**config.mk**
```make
export PLATFORM = sky130hd
export DESIGN_NAME = tick_irq_injector
export DESIGN_NICKNAME = d
export VERILOG_FILES = /design/src/rtl/tick_inj_pkg.sv /design/src/rtl/tick_arm.sv /design/src/rtl/tick_backlog.sv /design/src/rtl/tick_issue.sv /design/src/rtl/tick_irq_injector.sv
export SDC_FILE = /design/constraint.sdc
export NUM_CORES = 1
export LEC_CHECK = 0
export CAP_MARGIN = 20
export CORE_MARGIN = 1.5
export CORE_UTILIZATION = 40
export CTS_CLUSTER_SIZE = 8
export DETAILED_ROUTE_END_ITERATION = 16
export PLACE_DENSITY_LB_ADDON = 0.08
export SLEW_MARGIN = 10
export SYNTH_ARGS = -nofsm -noshare
export SYNTH_HDL_FRONTEND = slang
export SYNTH_SLANG_ARGS = --single-unit
```
**constraint.sdc**
```tcl
create_clock -name clk -period 2.9 [get_ports clk]
set_clock_uncertainty 0.05 [all_clocks]
set_input_delay 0.725 -clock clk [delete_from_list [all_inputs] [get_ports clk]]
set_output_delay 0.725 -clock clk [all_outputs]
set_load 0.02 [all_outputs]
```
**src/rtl/tick_inj_pkg.sv**
```systemverilog
`timescale 1ns/1ps
package tick_inj_pkg;

  typedef enum logic [1:0] {
    ARM_OFF    = 2'd0,
    ARM_SINGLE = 2'd1,
    ARM_REPEAT = 2'd2
  } arm_e;

  // Mode code to arming kind: 1/4 single-shot, 2/3 repeating, rest off.
  function automatic arm_e arm_of_mode(input logic [2:0] mode);
    case (mode)
      3'd1, 3'd4: arm_of_mode = ARM_SINGLE;
      3'd2, 3'd3: arm_of_mode = ARM_REPEAT;
      default:    arm_of_mode = ARM_OFF;
    endcase
  endfunction

endpackage

```
**src/rtl/tick_arm.sv**
```systemverilog
`timescale 1ns/1ps
module tick_arm
  import tick_inj_pkg::*;
(
  input  logic       clk,
  input  logic       rst_n,
  input  logic       reprog,
  input  logic [2:0] reprog_mode,
  input  logic       tick_expire,
  output logic       accept
);

  arm_e arm_q;

  assign accept = tick_expire && !reprog && (arm_q != ARM_OFF);

  always_ff @(posedge clk) begin
    if (!rst_n)
      arm_q <= ARM_OFF;
    else if (reprog)
      arm_q <= arm_of_mode(reprog_mode);
    else if (accept && arm_q == ARM_SINGLE)
      arm_q <= ARM_OFF;
  end

  AST_SINGLE_DISARMS: assert property (@(posedge clk) disable iff (!rst_n)
    (arm_q == ARM_SINGLE && tick_expire && !reprog) |=> (arm_q == ARM_OFF));
  AST_REPEAT_STAYS: assert property (@(posedge clk) disable iff (!rst_n)
    (arm_q == ARM_REPEAT && !reprog) |=> (arm_q == ARM_REPEAT));

endmodule

```
**src/rtl/tick_backlog.sv**
```systemverilog
`timescale 1ns/1ps
module tick_backlog #(
  parameter int PEND_W = 8
) (
  input  logic clk,
  input  logic rst_n,
  input  logic reprog,
  input  logic accept,
  input  logic ack,
  input  logic fire,
  output logic pend_nz,
  output logic ack_flag
);

  localparam logic [PEND_W-1:0] PEND_MAX = {PEND_W{1'b1}};
  localparam logic [PEND_W-1:0] PEND_ONE = {{(PEND_W-1){1'b0}}, 1'b1};

  logic [PEND_W-1:0] pend_q;
  logic              ack_q;
  logic              bump_up;
  logic              bump_dn;

  // Saturating step: up holds at max, down holds at zero.
  function automatic logic [PEND_W-1:0] pend_step(
    input logic [PEND_W-1:0] cur, input logic up, input logic dn);
    if (up && cur != PEND_MAX)       pend_step = cur + PEND_ONE;
    else if (dn && cur != '0)        pend_step = cur - PEND_ONE;
    else                             pend_step = cur;
  endfunction

  assign bump_up  = accept && !ack;
  assign bump_dn  = ack && !accept;
  assign pend_nz  = (pend_q != '0);
  assign ack_flag = ack_q;

  always_ff @(posedge clk) begin
    if (!rst_n || reprog) begin
      pend_q <= '0;
      ack_q  <= 1'b1;
    end else begin
      pend_q <= pend_step(pend_q, bump_up, bump_dn);
      if (ack)       ack_q <= 1'b1;
      else if (fire) ack_q <= 1'b0;
    end
  end

  AST_SATURATE: assert property (@(posedge clk) disable iff (!rst_n)
    (!reprog && accept && !ack && pend_q == PEND_MAX) |=> (pend_q == PEND_MAX));
  AST_NO_UNDERFLOW: assert property (@(posedge clk) disable iff (!rst_n)
    (!reprog && ack && !accept && pend_q == '0) |=> (pend_q == '0));
  AST_ACK_SETS_FLAG: assert property (@(posedge clk) disable iff (!rst_n)
    (!reprog && ack) |=> ack_q);
  AST_ISSUE_CLEARS_FLAG: assert property (@(posedge clk) disable iff (!rst_n)
    (!reprog && fire && !ack) |=> !ack_q);
  AST_REPROG_CLEARS: assert property (@(posedge clk) disable iff (!rst_n)
    reprog |=> (pend_q == '0 && ack_q));
  AST_BOTH_HOLD: assert property (@(posedge clk) disable iff (!rst_n)
    (!reprog && accept && ack) |=> $stable(pend_q));
  AST_ACCEPT_COUNTS: assert property (@(posedge clk) disable iff (!rst_n)
    (!reprog && accept && !ack && pend_q != PEND_MAX) |=> (pend_q != '0));

endmodule

```
**src/rtl/tick_issue.sv**
```systemverilog
`timescale 1ns/1ps
module tick_issue (
  input  logic clk,
  input  logic rst_n,
  input  logic reprog,
  input  logic ack,
  input  logic pend_nz,
  input  logic ack_flag,
  output logic fire,
  output logic irq
);

  logic irq_q;

  assign fire = pend_nz && ack_flag && !ack && !reprog;
  assign irq  = irq_q;

  always_ff @(posedge clk) begin
    if (!rst_n) irq_q <= 1'b0;
    else        irq_q <= fire;
  end

  AST_PULSE_ONE: assert property (@(posedge clk) disable iff (!rst_n)
    irq_q |=> !irq_q);
  AST_ISSUE_GATED: assert property (@(posedge clk) disable iff (!rst_n)
    $rose(irq_q) |-> $past(pend_nz && ack_flag));

endmodule

```
**src/rtl/tick_irq_injector.sv**
```systemverilog
`timescale 1ns/1ps
module tick_irq_injector #(
  parameter int PEND_W = 8
) (
  input  logic       clk,
  input  logic       rst_n,
  input  logic       tick_expire,
  input  logic       irq_ack,
  input  logic       reprog,
  input  logic [2:0] reprog_mode,
  output logic       irq
);

  logic accept;
  logic fire;
  logic pend_nz;
  logic ack_flag;

  tick_arm u_arm (
    .clk(clk), .rst_n(rst_n), .reprog(reprog), .reprog_mode(reprog_mode),
    .tick_expire(tick_expire), .accept(accept)
  );

  tick_backlog #(.PEND_W(PEND_W)) u_backlog (
    .clk(clk), .rst_n(rst_n), .reprog(reprog), .accept(accept),
    .ack(irq_ack), .fire(fire), .pend_nz(pend_nz), .ack_flag(ack_flag)
  );

  tick_issue u_issue (
    .clk(clk), .rst_n(rst_n), .reprog(reprog), .ack(irq_ack),
    .pend_nz(pend_nz), .ack_flag(ack_flag), .fire(fire), .irq(irq)
  );

  AST_QUIET_AFTER_REPROG: assert property (@(posedge clk) disable iff (!rst_n)
    reprog |=> !irq);

endmodule

```
==> results of run 1 <==
## power by group
group	leakage, nW	switching, mW	internal [mW]	total (mW)
sequential	0.0974	0.0389	0.200	0.238
clock	0.0210	0.0603	0.0763	0.137
combinational	0.339	0.287	0.308	0.595
total	0.458	0.386	0.584	0.970
## layout by cell type, fill, tap and decap left out, drive strengths merged, types with 3 or more instances in the layout
master and count:
a211oi 3, a21o 3, a21oi 6, buf 12
clkbuf 4, clkdlybuf4s50 7, dfxtp 12, ha 6
mux2i 3, nand2 9, nand2b 3, nor2 9
o21ai 7, xnor2 6
## flip-flops by register name (all words and copies together), names as in the netlist
register,cells
u_issue.irq,1
u_backlog.pend_q,8
u_arm.arm_q,2
u_backlog.ack_flag,1
## per-stage QoR
stage                     utilization  hold slack, ns
after global routing           0.5517          0.4465
after floorplan                     -          0.3814
final                          0.5517          0.4188
after global placement         0.5223          0.3980
after CTS                      0.5446          0.4194
after detailed placement       0.5223          0.3981
## worst min-delay path, cell delays in order (launching register included)
cell and delay [ns]:
dfxtp_1 0.33, nand2_1 0.05, nand3_1 0.07
## routing by layer
| metal | part of all wire | wire length (microns) |
|---|---|---|
| met1 | 0.47 | 862 |
| met2 | 0.50 | 915 |
| met3 | 0.013 | 24 |
| met4 | 0.015 | 27 |
| met5 | 0 | 0 |
## worst max-delay path by stage
stage	end	depth (start not counted)
final	u_backlog.pend_q[6]	10
after global routing	u_backlog.pend_q[6]	10
after CTS	u_backlog.pend_q[6]	10
after detailed placement	u_backlog.pend_q[6]	10
after global placement	u_backlog.pend_q[5]	10
after floorplan	u_backlog.pend_q[6]	9
## cell type report
type	instances	area, sq um
Tap cell	27	33.78
Clock buffer	4	36.28
Sequential cell	12	240.2
Timing Repair Buffer	20	172.7
Inverter	2	7.507
Multi-Input combinational cell	76	591.8
Fill cell	210	879.6
## cell families after synthesis
kind of cell / after synthesis
fa+ha+maj: 7
simple gates: 33
buf+inv: 3
mux: 3
xor+xnor: 6
compound gates: 27
flops: 12
## timing repair
action                                  4_1_cts  5_1_grt
endpoints found under the setup margin        3        5
gates cloned                                  0        0
resized for setup                             1        5
==> metrics.csv, run 1 <==
metric,value,unit
outcome,"complete, no violations",
port_buffers,8,
drive_gt1_frac,0.2281,
r2r-start,u_backlog.pend_q[5],
cp-end-kind,flip-flop,
dpl_cell_area,0.001025,sq mm
synth_warnings,0,
worst_slack,0.1148,ns
grt_pass1_vias,751,
viasPerCell,5.050,
dpl.hpwl,1422,microns
slowest_stage,clkdlybuf4s50_1,
synth_top_family_by_area,compound AO/OA/AOI/OAI gates,
yosys.area_share.simple,0.2226,
min_to,u_backlog.ack_flag,
slew_violations,0,
synth_area_per_cell,9.143,sq um
clock-sinks,12,
synth_edf_count,0,
crit_buf_inv,1,
r2r_end,u_backlog.pend_q[6],
die_w,48.61,microns
timing_hold_violations_final,0,
synth.ff_latch_count,12,
maxCapViolations,0,
gr-usage-met1,0.2160,
die-area,0.002363,sq mm
coreArea,0.001962,sq mm
detail_route.wl_per_cell,12.99,microns
power_leakage,0.4578,nW
cp_top_family,compound AO/OA/AOI/OAI gates,
ant_nets,0,
cts_tree,done,
top_usage_layer,met2,
grtUsageTotal,0.1813,
peakVddDrop,0.4914,mV
grt_pass1_wl,3298,microns
start_util,0.4241,
synth_ff_type,dfxtp_1,
post-cts-setup-buffers,0,
fin_crit,2.785,ns
crit_fanout,4,
drt-initial-drc-count,13,
cts-root-buf,clkbuf_4,
async_reset_ff_frac,0,
die_y,48.61,microns
reg2reg_depth,9,
slew_headroom,0.7043,
syn_area,832.0,sq um
num_rows,16,
synth_fp_nets,106,
htree_levels,1,
cpPeakStageDelay,0.53,ns
met2_usage,0.3151,
io_pins,9,
hp-class,flip-flop to flip-flop,
path_cells,"clkdlybuf4s50_1, nand2b_4, a211oi_4, nand2_2, fa_1, a211oi_2, o21bai_1, a21oi_1, xnor2_1, a31o_1",
power_density,895.8,mW/mm^2
post-place-cells,137,
hold_depth,2,
gp_congestion,0.8065,
r2r_slack,0.55,ns
fin_tns_setup,0,ns
cp-startpoint,tick_expire,
synth_xor_area_frac,0.06316,
routed_wl,1831,microns
synth.top_cells.by_area,"dfxtp_1 (29%), ha_1 (9.0%), xnor2_1 (6.3%)",
diodes,0,
setup_violations,0,
synth.distinct_cells,36,
finalPower,0.9696,mW
fin_cells,141,
dp_slack,-0.3477,ns
syn_inst,91,
clock_latency,0.27,ns
crit_type,primary input to flip-flop,
cp.arrival,2.91,ns
cts_buffer_depth,2,
antenna_found_initial,0,
start_kind,primary input,
synth.area.mux_share,0.03609,
first_pass_iters,3,
cts_hold_buf,0,
use_met3,0.02160,
fin_crit_sh,0.9604,
ys_top_cells_by_count,"dfxtp_1 (12), nand2_1 (9), nor2_1 (8)",
fmax,359.0,MHz
crit_required,3.03,ns
synth_fa_ha_area_frac,0.1143,
gr-total-overflow,0,
seq_area_frac_synth,0.2887,
drc_errors,0,
yosys.area.top_type_share,0.2887,
final_cell_area,0.001082,sq mm
grt_max_degree,11,
worstMarginPinSlew,0.4427,ns
hp-start,u_backlog.ack_flag,
synth_top_area_cell,dfxtp_1,
nets,130,
numCtsBuffers,3,
clk_pin_slew,0.08,ns
vias,712,
yosysMostFrequentCell,dfxtp_1,
synth_compound_area_frac,0.2526,
area_growth,30.08,%
Note: power is estimated with default switching activity, not from simulation.
==> inputs of run 2 (changes only) <==
clock period = 3.5 ns   (was 2.9 ns; I/O delays follow)
==> metrics.csv, run 2 (same netlist as run 1, synthesis figures left out) <==
metric,value,unit,change
grt_pass1_vias,640,,was 751
fmax,307.7,MHz,
htree_levels,1,,unchanged
num_rows,16,,unchanged
nets,119,,was 130
cts_tree,done,,unchanged
post-cts-setup-buffers,0,,unchanged
viasPerCell,5.354,,was 5.050
cpPeakStageDelay,0.48,ns,was 0.53 ns
gr-total-overflow,0,,unchanged
start_util,0.4241,,unchanged
largest_register,u_backlog.pend_q,,unchanged
numCtsBuffers,3,,unchanged
multi_input_area,573.1,sq um,was 591.8 sq um
die_y,48.61,microns,unchanged
seqPwrFrac,0.264,,was 0.246
p_comb_frac,0.579,,was 0.613
crit_type,primary input to flip-flop,,unchanged
drc_errors,0,,unchanged
clk_pin_slew,0.09,ns,was 0.08 ns
final_common_cell,dfxtp_1,,
outcome,"complete, no violations",,unchanged
fin_cells,130,,was 141
timing_hold_violations_final,0,,unchanged
area_growth,17.59,%,was 30.08%
cp_top_family,compound AO/OA/AOI/OAI gates,,unchanged
cts_buffer_depth,2,,unchanged
vias,696,,was 712
peakVddDrop,0.3445,mV,was 0.4914 mV
fin_crit,3.249,ns,
port_buffers,8,,unchanged
ant_nets,0,,unchanged
rsz0062_at_grt,no,,
internal-power,0.4413,mW,was 0.5838 mW
fill_cells,205,,was 210
io_pins,9,,unchanged
gp_congestion,0.8533,,was 0.8065
die_w,48.61,microns,unchanged
switching_share,0.4054,,was 0.3979
clkPwrFrac,0.158,,was 0.141
clock-sinks,12,,unchanged
antenna_found_initial,0,,unchanged
die-area,0.002363,sq mm,unchanged
worstMarginPinSlew,0.4067,ns,was 0.4427 ns
coreArea,0.001962,sq mm,unchanged
fin_crit_sh,0.9284,,
drt-initial-drc-count,7,,was 13
p_sw,0.3008,mW,was 0.3858 mW
cts-root-buf,clkbuf_4,,unchanged
hp-class,flip-flop to flip-flop,,unchanged
cp.arrival,3.41,ns,was 2.91 ns
setup_violations,0,,unchanged
dpl.hpwl,1256,microns,was 1422 microns
grt_max_degree,11,,unchanged
grt_pass1_wl,2746,microns,was 3298 microns
crit_buf_inv,1,,unchanged
final_core_util,0.4987,,was 0.5517
slew_violations,0,,unchanged
crit_fanout,7,,was 4
layout_common_cells,"dfxtp_1 (12), nand2_1 (9), nor2_1 (8), clkdlybuf4s50_1 (8)",,"was buf_4 (12), dfxtp_1 (12), nor2_1 (8), nand2_1 (8), clkdlybuf4s50_1 (7)"
maxCapViolations,0,,unchanged
diodes,0,,unchanged
top_regs,"u_backlog.pend_q (8), u_arm.arm_q (2)",,unchanged
grtUsageTotal,0.1501,,was 0.1813
path_cells,"clkdlybuf4s50_1, nand2b_1, a211oi_4, nand2_1, ha_1, a21o_2, a21oi_1, o21ai_0, a21o_1, o22ai_1",,"was clkdlybuf4s50_1, nand2b_4, a211oi_4, nand2_2, fa_1, a211oi_2, o21bai_1, a21oi_1, xnor2_1, a31o_1"
clock_latency,0.27,ns,about the same
regArea,240.2,sq um,unchanged
cts_hold_buf,0,,unchanged
start_kind,primary input,,unchanged
finalPower,0.7422,mW,was 0.9696 mW
crit_required,3.66,ns,was 3.03 ns
drive_gt1_frac,0.1068,,was 0.2281
largest_register_ffs,8,,unchanged
power_leakage,0.3900,nW,was 0.4578 nW
first_pass_iters,4,,was 3
slowest_stage,clkdlybuf4s50_1,,unchanged
routed_wl,1649,microns,was 1831 microns
detail_route.wl_per_cell,12.68,microns,was 12.99 microns
slew_headroom,0.7283,,was 0.7043
power_density,758.5,mW/mm^2,was 895.8 mW/mm^2
post-place-cells,126,,was 137
cp-end-kind,flip-flop,,unchanged
cts_resized,0,,was 1
==> run 2: metal layers <==
| metal | routed length [microns] | track usage |
|---|---|---|
| met1 | 796 | 0.1699 |
| met3 | 43 | 0.02160 |
| met5 | 0 | 0 |
| met2 | 779 | 0.2671 |
| met4 | 29 | 0.08571 |
==> run 2: area by class of cell <==
cell class,count,share of cell area
Clock buffer,4,0.03708
Inverter,2,0.007673
Multi-Input combinational cell,76,0.5857
Sequential cell,12,0.2455
Tap cell,27,0.03453
Timing Repair Buffer,9,0.08951
==> run 2: path summary, 6_finish.rpt <==
path	slack, ns	end	startpoint	cells after the start
worst min register to register	0.42	u_backlog.ack_flag	u_backlog.ack_flag	2
worst max register to register	0.94	u_backlog.pend_q[5]	u_backlog.pend_q[5]	9
worst max-delay path	0.25	u_backlog.pend_q[5]	reprog	10
worst min-delay path	0.42	u_backlog.ack_flag	u_backlog.ack_flag	2
==> run 2: worst min-delay path: cells and delay by family (launching register included) <==
family / cells / cell delay (ns)
simple gates: 2 / 0.12
flops: 1 / 0.33
==> run 2: power by group through the flow <==
stage	clock network, mW	logic [mW]	registers [mW]
floorplan	0	0.358	0.193
global placement	0	0.427	0.198
detailed placement	0	0.429	0.199
CTS	0.120	0.432	0.196
global route	0.123	0.475	0.199
finish	0.117	0.429	0.196
==> run 2: per-stage QoR <==
| stage | TNS [ns] | setup slack [ns] | hold slack, ns | instance area, sq um |
|---|---|---|---|---|
| floorplan | 0 | 0.5691 | 0.3814 | 832.0 |
| global placement | 0 | 0.01480 | 0.3989 | 942.2 |
| detailed placement | -0.07644 | -0.04753 | 0.4056 | 942.2 |
| CTS | 0 | 0.2422 | 0.4281 | 978.4 |
| global route | 0 | 0.003995 | 0.4474 | 978.4 |
| finish | 0 | 0.2505 | 0.4201 | 978.4 |
==> inputs of run 3 (changes only) <==
DONT_BUFFER_PORTS = 1   (was not set)
==> metrics.csv, run 3 (same netlist as run 1, synthesis figures left out) <==
metric,value,unit,change
area_growth,7.068,%,was 17.59%
r2r_end,u_backlog.pend_q[5],,unchanged
crit_type,primary input to flip-flop,,unchanged
drt-initial-drc-count,21,,was 7
numCtsBuffers,3,,unchanged
met2_usage,0.2329,,was 0.2671
top_usage_layer,met2,,unchanged
io_pins,9,,unchanged
maxCapViolations,0,,unchanged
post-cts-setup-buffers,0,,unchanged
top_regs,"u_backlog.pend_q (8), u_arm.arm_q (2)",,unchanged
ant_nets,0,,unchanged
regArea,240.2,sq um,unchanged
final_core_util,0.4541,,was 0.4987
clock_latency,0.27,ns,about the same
r2r_slack,0.81,ns,was 0.94 ns
htree_levels,1,,unchanged
hold_depth,2,,unchanged
viasPerCell,5.248,,was 5.354
gr-usage-met1,0.2015,,was 0.1699
die_w,48.61,microns,unchanged
reg2reg_depth,9,,unchanged
fmax,349.4,MHz,was 307.7 MHz
die_y,48.61,microns,unchanged
slowest_stage,ha_1,,was clkdlybuf4s50_1
fin_crit,2.862,ns,was 3.249 ns
cp.arrival,3.01,ns,was 3.41 ns
coreArea,0.001962,sq mm,unchanged
drive_gt1_frac,0.1064,,was 0.1068
drc_errors,0,,unchanged
detail_route.wl_per_cell,13.48,microns,was 12.68 microns
crit_buf_inv,0,,was 1
cts_hold_buf,0,,unchanged
port_buffers,0,,was 8
start_util,0.4241,,unchanged
fin_tns_setup,0,ns,unchanged
first_pass_iters,4,,unchanged
cts_tree,done,,unchanged
hp-class,flip-flop to flip-flop,,unchanged
cp_top_family,compound AO/OA/AOI/OAI gates,,unchanged
gp_congestion,0.7374,,was 0.8533
layout_common_cells,"dfxtp_1 (12), nand2_1 (9), nor2_1 (8)",,"was dfxtp_1 (12), nand2_1 (9), nor2_1 (8), clkdlybuf4s50_1 (8)"
routed_wl,1631,microns,was 1649 microns
gr-total-overflow,0,,unchanged
hp-start,u_backlog.ack_flag,,unchanged
peakVddDrop,0.3498,mV,was 0.3445 mV
min_to,u_backlog.ack_flag,,unchanged
num_rows,16,,unchanged
grt_max_degree,11,,unchanged
path_cells,"nand2b_1, a211oi_4, nand2_1, ha_1, a21o_2, a21oi_1, o21ai_0, a21o_1, o22ai_1",,"was clkdlybuf4s50_1, nand2b_1, a211oi_4, nand2_1, ha_1, a21o_2, a21oi_1, o21ai_0, a21o_1, o22ai_1"
setup_violations,0,,unchanged
diodes,0,,unchanged
rsz0062_at_grt,no,,unchanged
fin_crit_sh,0.8178,,was 0.9284
grt_pass1_vias,599,,was 640
grt_pass1_wl,2746,microns,unchanged
cpPeakStageDelay,0.34,ns,was 0.48 ns
largest_register_ffs,8,,unchanged
slew_violations,0,,unchanged
largest_register,u_backlog.pend_q,,unchanged
cts-root-buf,clkbuf_4,,unchanged
timing_hold_violations_final,0,,unchanged
vias,635,,was 696
die-area,0.002363,sq mm,unchanged
grtUsageTotal,0.1518,,was 0.1501
nets,110,,was 119
cp-end-kind,flip-flop,,unchanged
crit_fanout,7,,unchanged
power_density,817.2,mW/mm^2,was 758.5 mW/mm^2
outcome,"complete, no violations",,unchanged
r2r-start,u_backlog.pend_q[5],,unchanged
slew_headroom,0.7160,,was 0.7283
fill_cells,203,,was 205
power_leakage,0.3538,nW,was 0.3900 nW
antenna_found_initial,0,,unchanged
worstMarginPinSlew,0.4251,ns,was 0.4067 ns
start_kind,primary input,,unchanged
dpl.hpwl,1258,microns,was 1256 microns
final_common_cell,dfxtp_1,,unchanged
cts_resized,0,,unchanged
use_met3,0.02469,,was 0.02160
cts_buffer_depth,2,,unchanged
multi_input_area,573.1,sq um,unchanged
clk_pin_slew,0.07,ns,was 0.09 ns
crit_required,3.64,ns,was 3.66 ns
clock-sinks,12,,unchanged
run 3: changes by cell type in the layout (fill, tap and decap cells not counted), sizes merged:
cell	change
buf	-1
clkdlybuf4s50	-8
run 3: metrics by stage:
| stage | hold WS, ns | cell area [sq um] | setup slack (ns) | power [mW] | cells |
|---|---|---|---|---|---|
| 2_1_floorplan | 0.3814 | 832.0 | 0.5691 | 0.5511 | 91 |
| 3_3_place_gp | 0.3997 | 854.6 | 0.4168 | 0.6139 | 117 |
| 3_5_place_dp | 0.4137 | 854.6 | 0.3765 | 0.6199 | 117 |
| 4_1_cts | 0.4331 | 890.9 | 0.6533 | 0.7294 | 121 |
| 5_1_grt | 0.4395 | 890.9 | 0.4346 | 0.7950 | 121 |
| 6_report | 0.4294 | 890.9 | 0.6378 | 0.7280 | 121 |
run 3: worst max path at each step:
stage | startpoint | endpoint | slack [ns] | depth (start not counted)
CTS | reprog | u_backlog.pend_q[5] | 0.65 | 9
finish | reprog | u_backlog.pend_q[5] | 0.64 | 9
detailed placement | reprog | u_backlog.pend_q[5] | 0.38 | 9
global placement | reprog | u_backlog.pend_q[5] | 0.42 | 9
floorplan | reprog | u_backlog.pend_q[6] | 0.57 | 9
global route | reprog | u_backlog.pend_q[5] | 0.43 | 9
run 3: cell type report:
cell class	count	share of cell area
well taps	27	0.03792
multi-input cells	76	0.6433
flip-flops and latches	12	0.2697
inverters	2	0.008427
clock buffers	4	0.04073
run 3: per-layer routing:
layer  part of all wire  up-vias
met1               0.52      288
li1                   -      337
met5                  0        -
met4             0.0049        0
met3              0.018        2
met2               0.45        8
run 3: report_power, final:
group          internal (mW)  leakage (nW)  switching [mW]  total, mW
combinational          0.202         0.235           0.219      0.421
clock                 0.0632        0.0210          0.0434      0.107
sequential             0.165        0.0974          0.0351      0.201
total                  0.430         0.354           0.298      0.728
run 3: worst min-delay path, cell delays in order, from the launching register on:
cell and delay (ns):
dfxtp_1 0.33, nand2_1 0.05, nand3_1 0.07
